[src/rtl/bmdma_pkg.sv]
package bmdma_pkg;
  typedef enum logic [1:0] {
    SEL_CMD  = 2'd0,
    SEL_STAT = 2'd1,
    SEL_PTR  = 2'd2
  } bm_sel_e;

  localparam int CMD_GO  = 0;
  localparam int CMD_DIR = 3;
  localparam int ST_ERR  = 1;
  localparam int ST_IRQ  = 2;
  localparam int ST_CAP0 = 5;
  localparam int ST_CAP1 = 6;
endpackage

[src/rtl/bm_cmd_reg.sv]
module bm_cmd_reg
  import bmdma_pkg::*;
(
  input  logic       clk,
  input  logic       rst,
  input  logic       cmd_we,
  input  logic [7:0] wdata,
  input  logic       evt_done,
  input  logic       evt_err,
  output logic       act_q,
  output logic       dir_q,
  output logic       start_q
);
  logic go_set, go_clr;

  assign go_set = cmd_we && wdata[CMD_GO] && !start_q;
  assign go_clr = (cmd_we && !wdata[CMD_GO]) || evt_done || evt_err;

  always_ff @(posedge clk) begin
    if (rst) begin
      act_q   <= 1'b0;
      dir_q   <= 1'b0;
      start_q <= 1'b0;
    end else begin
      if (cmd_we) begin
        start_q <= wdata[CMD_GO];
        dir_q   <= wdata[CMD_DIR];
      end
      if (go_clr)      act_q <= 1'b0;
      else if (go_set) act_q <= 1'b1;
    end
  end

  assert_start_sets_R2: assert property (@(posedge clk) disable iff (rst)
    (cmd_we && wdata[CMD_GO] && !start_q && !evt_done && !evt_err) |=> act_q);
  assert_stop_clears_R3: assert property (@(posedge clk) disable iff (rst)
    (cmd_we && !wdata[CMD_GO]) |=> !act_q);
  assert_event_clears_R4: assert property (@(posedge clk) disable iff (rst)
    (evt_done || evt_err) |=> !act_q);
  assert_no_rearm_R10: assert property (@(posedge clk) disable iff (rst)
    (cmd_we && start_q && !act_q) |=> !act_q);
endmodule

[src/rtl/bm_stat_reg.sv]
module bm_stat_reg
  import bmdma_pkg::*;
(
  input  logic       clk,
  input  logic       rst,
  input  logic       st_we,
  input  logic [7:0] wdata,
  input  logic       evt_err,
  input  logic       evt_irq,
  output logic       err_q,
  output logic       irq_q,
  output logic [1:0] cap_q
);
  logic ack_err, ack_irq;

  assign ack_err = st_we && wdata[ST_ERR];
  assign ack_irq = st_we && wdata[ST_IRQ];

  always_ff @(posedge clk) begin
    if (rst) begin
      err_q <= 1'b0;
      irq_q <= 1'b0;
      cap_q <= '0;
    end else begin
      err_q <= evt_err || (err_q && !ack_err);
      irq_q <= evt_irq || (irq_q && !ack_irq);
      if (st_we) cap_q <= {wdata[ST_CAP1], wdata[ST_CAP0]};
    end
  end

  assert_err_sticky_R5: assert property (@(posedge clk) disable iff (rst)
    evt_err |=> err_q);
  assert_irq_sticky_R5: assert property (@(posedge clk) disable iff (rst)
    evt_irq |=> irq_q);
  assert_cap_hold_R6: assert property (@(posedge clk) disable iff (rst)
    !st_we |=> $stable(cap_q));
endmodule

[src/rtl/bm_ptr_reg.sv]
module bm_ptr_reg #(
  parameter int PTR_W      = 32,
  parameter int ALIGN_BITS = 2
) (
  input  logic             clk,
  input  logic             rst,
  input  logic             ptr_we,
  input  logic             lock,
  input  logic [PTR_W-1:0] wdata,
  output logic [PTR_W-1:0] ptr_q
);
  localparam int HI_W = PTR_W - ALIGN_BITS;
  logic [HI_W-1:0] hi_q;

  always_ff @(posedge clk) begin
    if (rst)                  hi_q <= '0;
    else if (ptr_we && !lock) hi_q <= wdata[PTR_W-1:ALIGN_BITS];
  end

  assign ptr_q = {hi_q, {ALIGN_BITS{1'b0}}};

  assert_locked_R8: assert property (@(posedge clk) disable iff (rst)
    lock |=> $stable(ptr_q));
endmodule

[src/rtl/bmdma_regs.sv]
module bmdma_regs
  import bmdma_pkg::*;
#(
  parameter int PTR_W      = 32,
  parameter int ALIGN_BITS = 2
) (
  input  logic             clk,
  input  logic             rst,
  input  logic             wr_en,
  input  logic [1:0]       wr_sel,
  input  logic [PTR_W-1:0] wr_data,
  input  logic [1:0]       rd_sel,
  output logic [PTR_W-1:0] rd_data,
  input  logic             evt_done,
  input  logic             evt_err,
  input  logic             evt_irq,
  input  logic [1:0]       hw_flags,
  output logic             eng_run,
  output logic             eng_to_mem,
  output logic [PTR_W-1:0] tbl_base,
  output logic             xfer_ok,
  output logic             xfer_pending
);
  localparam int PAD_W = PTR_W - 8;

  logic act_q, dir_q, start_q, err_q, irq_q;
  logic [1:0] cap_q;
  logic [7:0] cmd_byte, stat_byte;
  logic [PTR_W-1:0] ptr_q;

  bm_cmd_reg u_cmd (
    .clk(clk), .rst(rst),
    .cmd_we(wr_en && wr_sel == SEL_CMD), .wdata(wr_data[7:0]),
    .evt_done(evt_done), .evt_err(evt_err),
    .act_q(act_q), .dir_q(dir_q), .start_q(start_q)
  );

  bm_stat_reg u_stat (
    .clk(clk), .rst(rst),
    .st_we(wr_en && wr_sel == SEL_STAT), .wdata(wr_data[7:0]),
    .evt_err(evt_err), .evt_irq(evt_irq),
    .err_q(err_q), .irq_q(irq_q), .cap_q(cap_q)
  );

  bm_ptr_reg #(.PTR_W(PTR_W), .ALIGN_BITS(ALIGN_BITS)) u_ptr (
    .clk(clk), .rst(rst),
    .ptr_we(wr_en && wr_sel == SEL_PTR), .lock(act_q),
    .wdata(wr_data), .ptr_q(ptr_q)
  );

  assign cmd_byte  = {4'b0, dir_q, 2'b0, start_q};
  assign stat_byte = {1'b0, cap_q, hw_flags, irq_q, err_q, act_q};

  always_ff @(posedge clk) begin
    if (rst) begin
      rd_data      <= '0;
      xfer_pending <= 1'b0;
    end else begin
      xfer_pending <= &hw_flags;
      case (bm_sel_e'(rd_sel))
        SEL_CMD:  rd_data <= {{PAD_W{1'b0}}, cmd_byte};
        SEL_STAT: rd_data <= {{PAD_W{1'b0}}, stat_byte};
        SEL_PTR:  rd_data <= ptr_q;
        default:  rd_data <= '0;
      endcase
    end
  end

  assign eng_run    = act_q;
  assign eng_to_mem = dir_q;
  assign tbl_base   = ptr_q;
  assign xfer_ok    = irq_q && !err_q && !act_q;

  assert_pending_R7: assert property (@(posedge clk) disable iff (rst)
    (&hw_flags) |=> xfer_pending);
  assert_ok_excl_R9: assert property (@(posedge clk) disable iff (rst)
    evt_err |=> !xfer_ok);
endmodule

[config.mk]
export PLATFORM = sky130hd
export DESIGN_NAME = bmdma_regs
export DESIGN_NICKNAME = d
export VERILOG_FILES = /design/src/rtl/bmdma_pkg.sv /design/src/rtl/bm_cmd_reg.sv /design/src/rtl/bm_stat_reg.sv /design/src/rtl/bm_ptr_reg.sv /design/src/rtl/bmdma_regs.sv
export SDC_FILE = /design/constraint.sdc
export NUM_CORES = 1
export LEC_CHECK = 0
export BUFFER_PORTS_ARGS = -buffer_cell sky130_fd_sc_hd__buf_4
export CAP_MARGIN = 10
export CORE_MARGIN = 4
export CORE_UTILIZATION = 42
export CTS_CLUSTER_DIAMETER = 120
export DETAILED_ROUTE_END_ITERATION = 8
export GPL_TIMING_DRIVEN = 1
export PLACE_DENSITY = 0.74
export SLEW_MARGIN = 20
export SYNTH_ARGS = -nofsm -noshare
export SYNTH_HDL_FRONTEND = slang
export SYNTH_HIERARCHICAL = 1
export SYNTH_SLANG_ARGS = --single-unit
[constraint.sdc]
create_clock -name clk -period 1.09 [get_ports clk]
set_input_delay 0.218 -clock clk [delete_from_list [all_inputs] [get_ports clk]]
set_output_delay 0.218 -clock clk [all_outputs]
set_load 0.1 [all_outputs]
==> results of run 1 <==
[state kept, by name (all words and copies together), names as in the netlist]
signal,cells
xfer_pending,1
u_ptr/hi_q,30
u_stat/irq_q,1
rd_data,32
u_stat/cap_q,2
u_stat/err_q,1
u_cmd/dir_q,1
u_cmd/start_q,1
u_cmd/act_q,1
[per-stage QoR]
step,cells,setup slack (ns)
2_1_floorplan,253,-0.4665
3_3_place_gp,432,-0.06052
3_5_place_dp,432,-0.1255
4_1_cts,475,-0.2826
5_1_grt,482,-0.3150
6_report,482,-0.2532
[cell families (layout without fill, tap and decap cells)]
group / Yosys count / count (layout) / synth area share
simple gates: 112 / 112 / 0.3153
flops: 70 / 70 / 0.5271
compound gates: 42 / 42 / 0.09271
buf+inv: 23 / 177 / 0.04847
mux: 4 / 4 / 0.01506
other cells: 1 / 2 / 0.001410
[cell usage after synthesis, types with 2 or more instances]
cell type / n / share of area
nor2b_1: 4 / 0.0094
nand2b_1: 32 / 0.075
and2_1: 25 / 0.059
nor2_1: 12 / 0.017
a22oi_1: 5 / 0.014
a311oi_1: 2 / 0.0066
and3b_1: 2 / 0.0066
buf_4: 7 / 0.020
mux2i_1: 4 / 0.015
o21ai_1: 30 / 0.056
a211oi_1: 4 / 0.011
dfxtp_1: 70 / 0.53
nor3b_1: 2 / 0.0056
nand4bb_1: 30 / 0.13
buf_2: 13 / 0.024
inv_1: 3 / 0.0042
[repair_timing]
item / CTS / global route
resized for setup: 201 / 38
hold endpoints to repair: 0 / 0
gates cloned: 2 / 1
pin swaps: 1 / 11
endpoints found under the setup margin: 87 / 96
setup buffers: 25 / 11
[worst paths after layout]
kind / end / slack [ns] / cells past startpoint / from
max: xfer_ok / -0.25 / 2 / u_cmd/act_q
min: u_stat/err_q / 0.08 / 2 / wr_data[1]
max reg2reg: u_ptr/hi_q[25] / -0.13 / 5 / u_cmd/act_q
min reg2reg: rd_data[15] / 0.50 / 1 / u_ptr/hi_q[13]
[metal layers]
metal,wire [µm],global-route usage
met1,3381,0.2512
met2,4962,0.4315
met3,583,0.05833
met4,180,0.09763
met5,0,0
[report_power, final]
group / internal (µW) / switching, µW
registers: 2610 / 68.4
logic: 502 / 695
clock network: 879 / 955
total: 3990 / 1720
[cell type report]
| cell class | count | area share |
|---|---|---|
| Clock buffer | 12 | 0.02861 |
| Clock inverter | 4 | 0.004440 |
| Inverter | 3 | 0.002220 |
| Multi-Input combinational cell | 160 | 0.2363 |
| Sequential cell | 70 | 0.2995 |
| Tap cell | 75 | 0.01850 |
| Timing Repair Buffer | 158 | 0.4105 |
==> metrics.yaml, run 1 <==
status: "finished, violations left"
violations: "negative setup slack"
slowest_stage: "dfxtp_4"
setup_ws_ns: -0.2532
die_w_um: 87.57
antenna_found_initial: 0
drc: 0
cts_tree: "yes"
htreeDepth: 3
wl_mm: 9.107
grt_overflow: 0
finalNetCount: 446
insertion_delay_ns: 0.34
setup_tns_ns: -3.577
cts_buffers: 9
grt_use_total: 0.2335
hold_violations: 0
fin_area_um2: 5072
first_iter_violations: 122
core_area_um2: 6026
rows: 28
cts_root_buffer: "clkbuf_8"
yosysSeqAreaShare: 0.5271
dpl.hpwl_mm: 4.800
yosysWarnings: 6
numClockSinks: 70
ant_nets: 0
postSynthAreaPerCell_um2: 10.55
fin_skew_ns: 0.007526
synth-edff-count: 0
cp_max_fo: 4
area_growth_pct: 90.78
grt_pass1_wl_mm: 13.39
maxCapViolCount: 0
final_core_util: 0.8418
wire_per_inst_um: 18.89
crit_chain: "nor3b_4 -> buf_12"
cp-start-kind: "flip-flop"
synth_cells: 252
rsz0062_at_grt: "yes"
critPathKind: "flip-flop to primary output"
synth_ff_type: "dfxtp_1"
io_buffer_count: 109
layout_common_cells: "85 x buf_4, 67 x buf_12, 52 x dfxtp_2"
clk_pin_slew_worst_paths_ns: 0.07
gp_congestion: 0.8041
diodes: 0
finalCritPeriodShare: 1.232
synthArstFlopShare: 0
start_util: 0.4412
ys_ff_latch: 70
finalSetupViolations: 54
post_drt_via_cell_ratio: 5.158
first_global_vias: 2606
peakVddDrop_mv: 0.7079
maxSlewViolCount: 0
fillers: 302
first_pass_iters: 4
cts-hold-fix-buffers: 0
dieArea_um2: 7668
power_leakage_uw: 0.002074
p_total_uw: 5707
final_common_cell: "buf_4"
path_buf_inv: 1
syn_area_um2: 2659
crit_required_ns: 0.87
power.density_nw_per_um2: 1125
register_area_um2: 1519
hp-class: "primary input to flip-flop"
fmax_mhz: 744.5
pin_count: 112
arrival_ns: 1.13
layout-drive-gt1-share: 0.6290
vias: 2486
max_stage_delay_ns: 0.36
placed_area_um2: 3680
synth_cell_types: 23
die_y_um: 87.57
grt_max_degree: 34
finalCriticalPeriod_ns: 1.343
cts_buffer_depth: 2
multiInputGateArea_um2: 1199
hold_ws_ns: 0.08184
endpoint_kind: "primary output"
critPathTopFamily: "flip-flops"
(Power assumes the default switching activity.)
==> run 2: changes to the inputs <==
--- a/constraint.sdc
+++ b/constraint.sdc
@@ -3,2 +3,2 @@
 set_output_delay 0.218 -clock clk [all_outputs]
-set_load 0.1 [all_outputs]
+set_load 0.02 [all_outputs]
==> metrics.yaml, run 2 (synthesis gave the netlist of run 1 again) <==
setup_ws_ns: -0.1413
diodes: 0
peakVddDrop_mv: 0.8165
first_iter_violations: 106
top_usage_layer: "met2"
cp-startpoint: "u_stat/irq_q"
cts_tree: "yes"
grt_max_degree: 37
numClockSinks: 70
status: "finished, violations left"
first_global_vias: 2173
arrival_ns: 1.01
clk_pin_slew_worst_paths_ns: 0.07
wl_mm: 7.011
finalCritPeriodShare: 1.130
crit_required_ns: 0.87
rsz0062_at_grt: "yes"
start_util: 0.4412
post_drt_via_cell_ratio: 4.905
grt_use_total: 0.1783
rr_startpoint: "u_cmd/act_q"
grt_overflow: 0
largest_reg_flops: 32
maxCapViolCount: 0
finalCriticalPeriod_ns: 1.231
dpl.hpwl_mm: 4.815
final_common_cell: "buf_4"
grt_pass1_wl_mm: 10.65
die_w_um: 87.57
hold_violations: 0
critPathKind: "flip-flop to primary output"
power_leakage_uw: 0.001720
gp_congestion: 0.7826
drc: 0
fin_area_um2: 3973
htreeDepth: 3
cts_root_buffer: "clkbuf_8"
hp-class: "primary input to flip-flop"
endpoint_kind: "primary output"
cts_buffers: 9
use_met2: 0.3007
grtUsageMet1: 0.2121
ant_nets: 0
placed_area_um2: 3605
top_regs: "rd_data x32, u_ptr/hi_q x30, u_stat/cap_q x2"
maxSlewViolCount: 0
power.density_nw_per_um2: 1476
layout-drive-gt1-share: 0.4787
wire_per_inst_um: 15.55
io_buffer_count: 109
hold_ws_ns: 0.09454
vias: 2212
rows: 28
pin_count: 112
fin_skew_ns: 0.01344
top_register: "rd_data"
dieArea_um2: 7668
met3_usage: 0.05080
area_growth_pct: 49.41
crit_end: "xfer_ok"
violations: "negative setup slack"
fmax_mhz: 812.1
r2r-end: "u_ptr/hi_q[0]"
core_area_um2: 6026
finalSetupViolations: 2
ff2ff_setup_slack_ns: 0.02
cts_buffer_depth: 2
insertion_delay_ns: 0.33
die_y_um: 87.57
reg2reg_depth: 4
cp-start-kind: "flip-flop"
finalNetCount: 415
antenna_found_initial: 0
layout_common_cells: "119 x buf_4, 39 x dfxtp_1, 32 x nand2b_1"
cp_max_fo: 3
first_pass_iters: 5
cts-hold-fix-buffers: 0
run 2: worst min path at each step:
stage,start,to,slack [ns],cells after the start
floorplan,rst,u_cmd/dir_q,0.29,1
global placement,wr_data[1],u_stat/err_q,0.42,2
detailed placement,wr_data[1],u_stat/err_q,0.43,2
CTS,wr_data[1],u_stat/err_q,0.06,2
global route,wr_data[1],u_stat/err_q,0.07,2
finish,wr_data[1],u_stat/err_q,0.09,2
run 2: power by group:
group,leakage [µW],internal (µW),switching (µW)
clock,0.000130,1650,964
combinational,0.00101,308,272
sequential,0.000582,2630,42.6
total,0.00172,4590,1280
run 2: through the flow:
step | TNS, ns | total power (µW) | util | setup WS, ns | cells
finish | -0.2117 | 5863 | 0.6593 | -0.1413 | 451
global placement | -0.9662 | 3273 | 0.5982 | -0.03448 | 431
CTS | -0.2579 | 5896 | 0.6472 | -0.1603 | 449
detailed placement | -1.686 | 3286 | 0.5982 | -0.06195 | 431
floorplan | 0 | 2988 | - | 0.02034 | 253
global route | -0.8521 | 6081 | 0.6593 | -0.1921 | 451
run 2: area by class of cell:
type	instances	area, µm²
timing repair buffer	127	1023
multi-input combinational	160	1146
sequential	70	1443
clock inverter	5	103.9
tap	75	93.84
inverter	3	11.26
clock buffer	11	151.4
fill	489	2053
run 2: what timing repair did:
action / CTS / global route
resized for setup: 17 / 20
buffers inserted: 2 / 0
setup endpoints to repair: 43 / 38
cloned: 0 / 2
run 2: critical path, stage by stage, from the launching register on:
cell and delay (ns):
dfxtp_1 0.35, nor3b_2 0.17, buf_4 0.16
run 2: per-layer routing:
metal / up-vias / share of wire
met2: 68 / 0.49
met4: 0 / 0.0033
met3: 2 / 0.073
met1: 1034 / 0.43
met5: - / 0
li1: 1108 / -
==> run 3: changes to the inputs <==
Settings changed: CORE_MARGIN 4 to unset, MAX_ROUTING_LAYER set to met4.
==> metrics.yaml, run 3 (synthesis gave the netlist of run 1 again) <==
status: "finished, violations left"
violations: "negative setup slack"
wire_per_inst_um: 14.08
fin_skew_ns: 0.005391
ant_nets: 0
power_leakage_uw: 0.001681
fin_area_um2: 3880
grt_pass1_wl_mm: 9.749
crit_end: "xfer_ok"
layout-drive-gt1-share: 0.4584
largest_reg_flops: 32
layout_common_cells: "120 x buf_4, 43 x dfxtp_1, 32 x nand2b_1"
pin_count: 112
crit_chain: "nor3b_2 -> buf_4"
antenna_found_initial: 0
power.density_nw_per_um2: 1453
hold_violations: 0
finalCritPeriodShare: 1.133
use_met2: 0.3192
slowest_stage: "dfxtp_4"
numClockSinks: 70
grt_use_total: 0.2022
met3_usage: 0.04889
cts_tree: "yes"
rr_startpoint: "u_cmd/act_q"
fmax_mhz: 810.0
cts_buffer_depth: 2
htreeDepth: 3
worstSetupPathDepth: 2
max_stage_delay_ns: 0.36
die_w_um: 81.57
critPathKind: "flip-flop to primary output"
diodes: 0
rows: 28
gp_congestion: 0.7239
peakVddDrop_mv: 0.8202
cp-startpoint: "u_cmd/act_q"
start_util: 0.4412
wl_mm: 6.309
cp-start-kind: "flip-flop"
grt_max_degree: 50
maxCapViolCount: 0
area_growth_pct: 45.93
dieArea_um2: 6653
io_buffer_count: 109
vias: 2193
crit_required_ns: 0.87
ff2ff_setup_slack_ns: 0.08
reg2reg_depth: 4
p_total_uw: 5638
first_global_vias: 2053
finalCriticalPeriod_ns: 1.235
placed_area_um2: 3592
whs_path_depth: 2
cp_max_fo: 4
insertion_delay_ns: 0.34
maxSlewViolCount: 0
top_register: "rd_data"
rsz0062_at_grt: "yes"
r2r-end: "u_ptr/hi_q[4]"
top_regs: "rd_data x32, u_ptr/hi_q x30, u_stat/cap_q x2"
arrival_ns: 1.02
hp-class: "primary input to flip-flop"
die_y_um: 81.57
core_area_um2: 6026
drc: 0
path_buf_inv: 1
grtUsageMet1: 0.2395
first_iter_violations: 73
clk_pin_slew_worst_paths_ns: 0.07
top_usage_layer: "met2"
endpoint_kind: "primary output"
critPathTopFamily: "flip-flops"
setup_ws_ns: -0.1446
final_common_cell: "buf_4"
post_drt_via_cell_ratio: 4.895
first_pass_iters: 4
dpl.hpwl_mm: 4.436
finalSetupViolations: 2
finalNetCount: 412
cts_root_buffer: "clkbuf_8"
grt_overflow: 0
cts_buffers: 9
-- run 3: worst min path at each step --
stage,startpoint,end,slack [ns]
final,wr_data[1],u_stat/err_q,0.07
after global routing,wr_data[1],u_stat/err_q,0.08
after CTS,wr_data[1],u_stat/err_q,0.06
after detailed placement,wr_data[1],u_stat/err_q,0.42
after global placement,wr_data[1],u_stat/err_q,0.42
after floorplan,rst,u_cmd/dir_q,0.29
-- run 3: per-layer routing --
metal | wire length (µm) | share of wire
met5 | 0 | 0
met4 | 91 | 0.014
met3 | 434 | 0.069
met2 | 2977 | 0.47
met1 | 2805 | 0.44
-- run 3: report_power, final --
part | switching (µW) | internal (µW)
combinational | 259 | 293
clock | 945 | 1470
sequential | 42.3 | 2620
-- run 3: area by class of cell --
| cell class | instances | area (µm²) |
|---|---|---|
| fillers | 526 | 2146 |
| repair buffers | 124 | 963.4 |
| flip-flops and latches | 70 | 1440 |
| well taps | 75 | 93.84 |
| multi-input cells | 160 | 1137 |
| clock inverters | 3 | 65.06 |
| inverters | 3 | 11.26 |
| clock buffers | 13 | 168.9 |
-- run 3: repair_timing --
action / 4_1_cts / 5_1_grt
gates resized for setup: 9 / 22
setup endpoints to repair: 10 / 24
hold buffers: 0 / 0
buffers inserted: 1 / 0
pin swaps: 0 / 0
hold endpoints to repair: 0 / 0
-- run 3: per-stage QoR --
step                      setup slack (ns)  setup TNS (ns)  std cells    util  hold WS, ns
after floorplan                    0.02034               0        253       -       0.2904
after CTS                          -0.1727         -0.2786        448  0.6387      0.05977
after global placement            -0.06121          -1.794        431  0.5961       0.4156
after detailed placement           -0.1262          -3.220        431  0.5961       0.4231
after global routing               -0.2112         -0.3313        448  0.6439      0.08138
final                              -0.1446         -0.2234        448  0.6439      0.07044
-- run 3: worst register-to-register path, cell delays in order (launching register included) --
cell	delay [ns]
dfxtp_4	0.36
buf_4	0.15
buf_4	0.16
nand4bb_1	0.18
o21ai_1	0.09
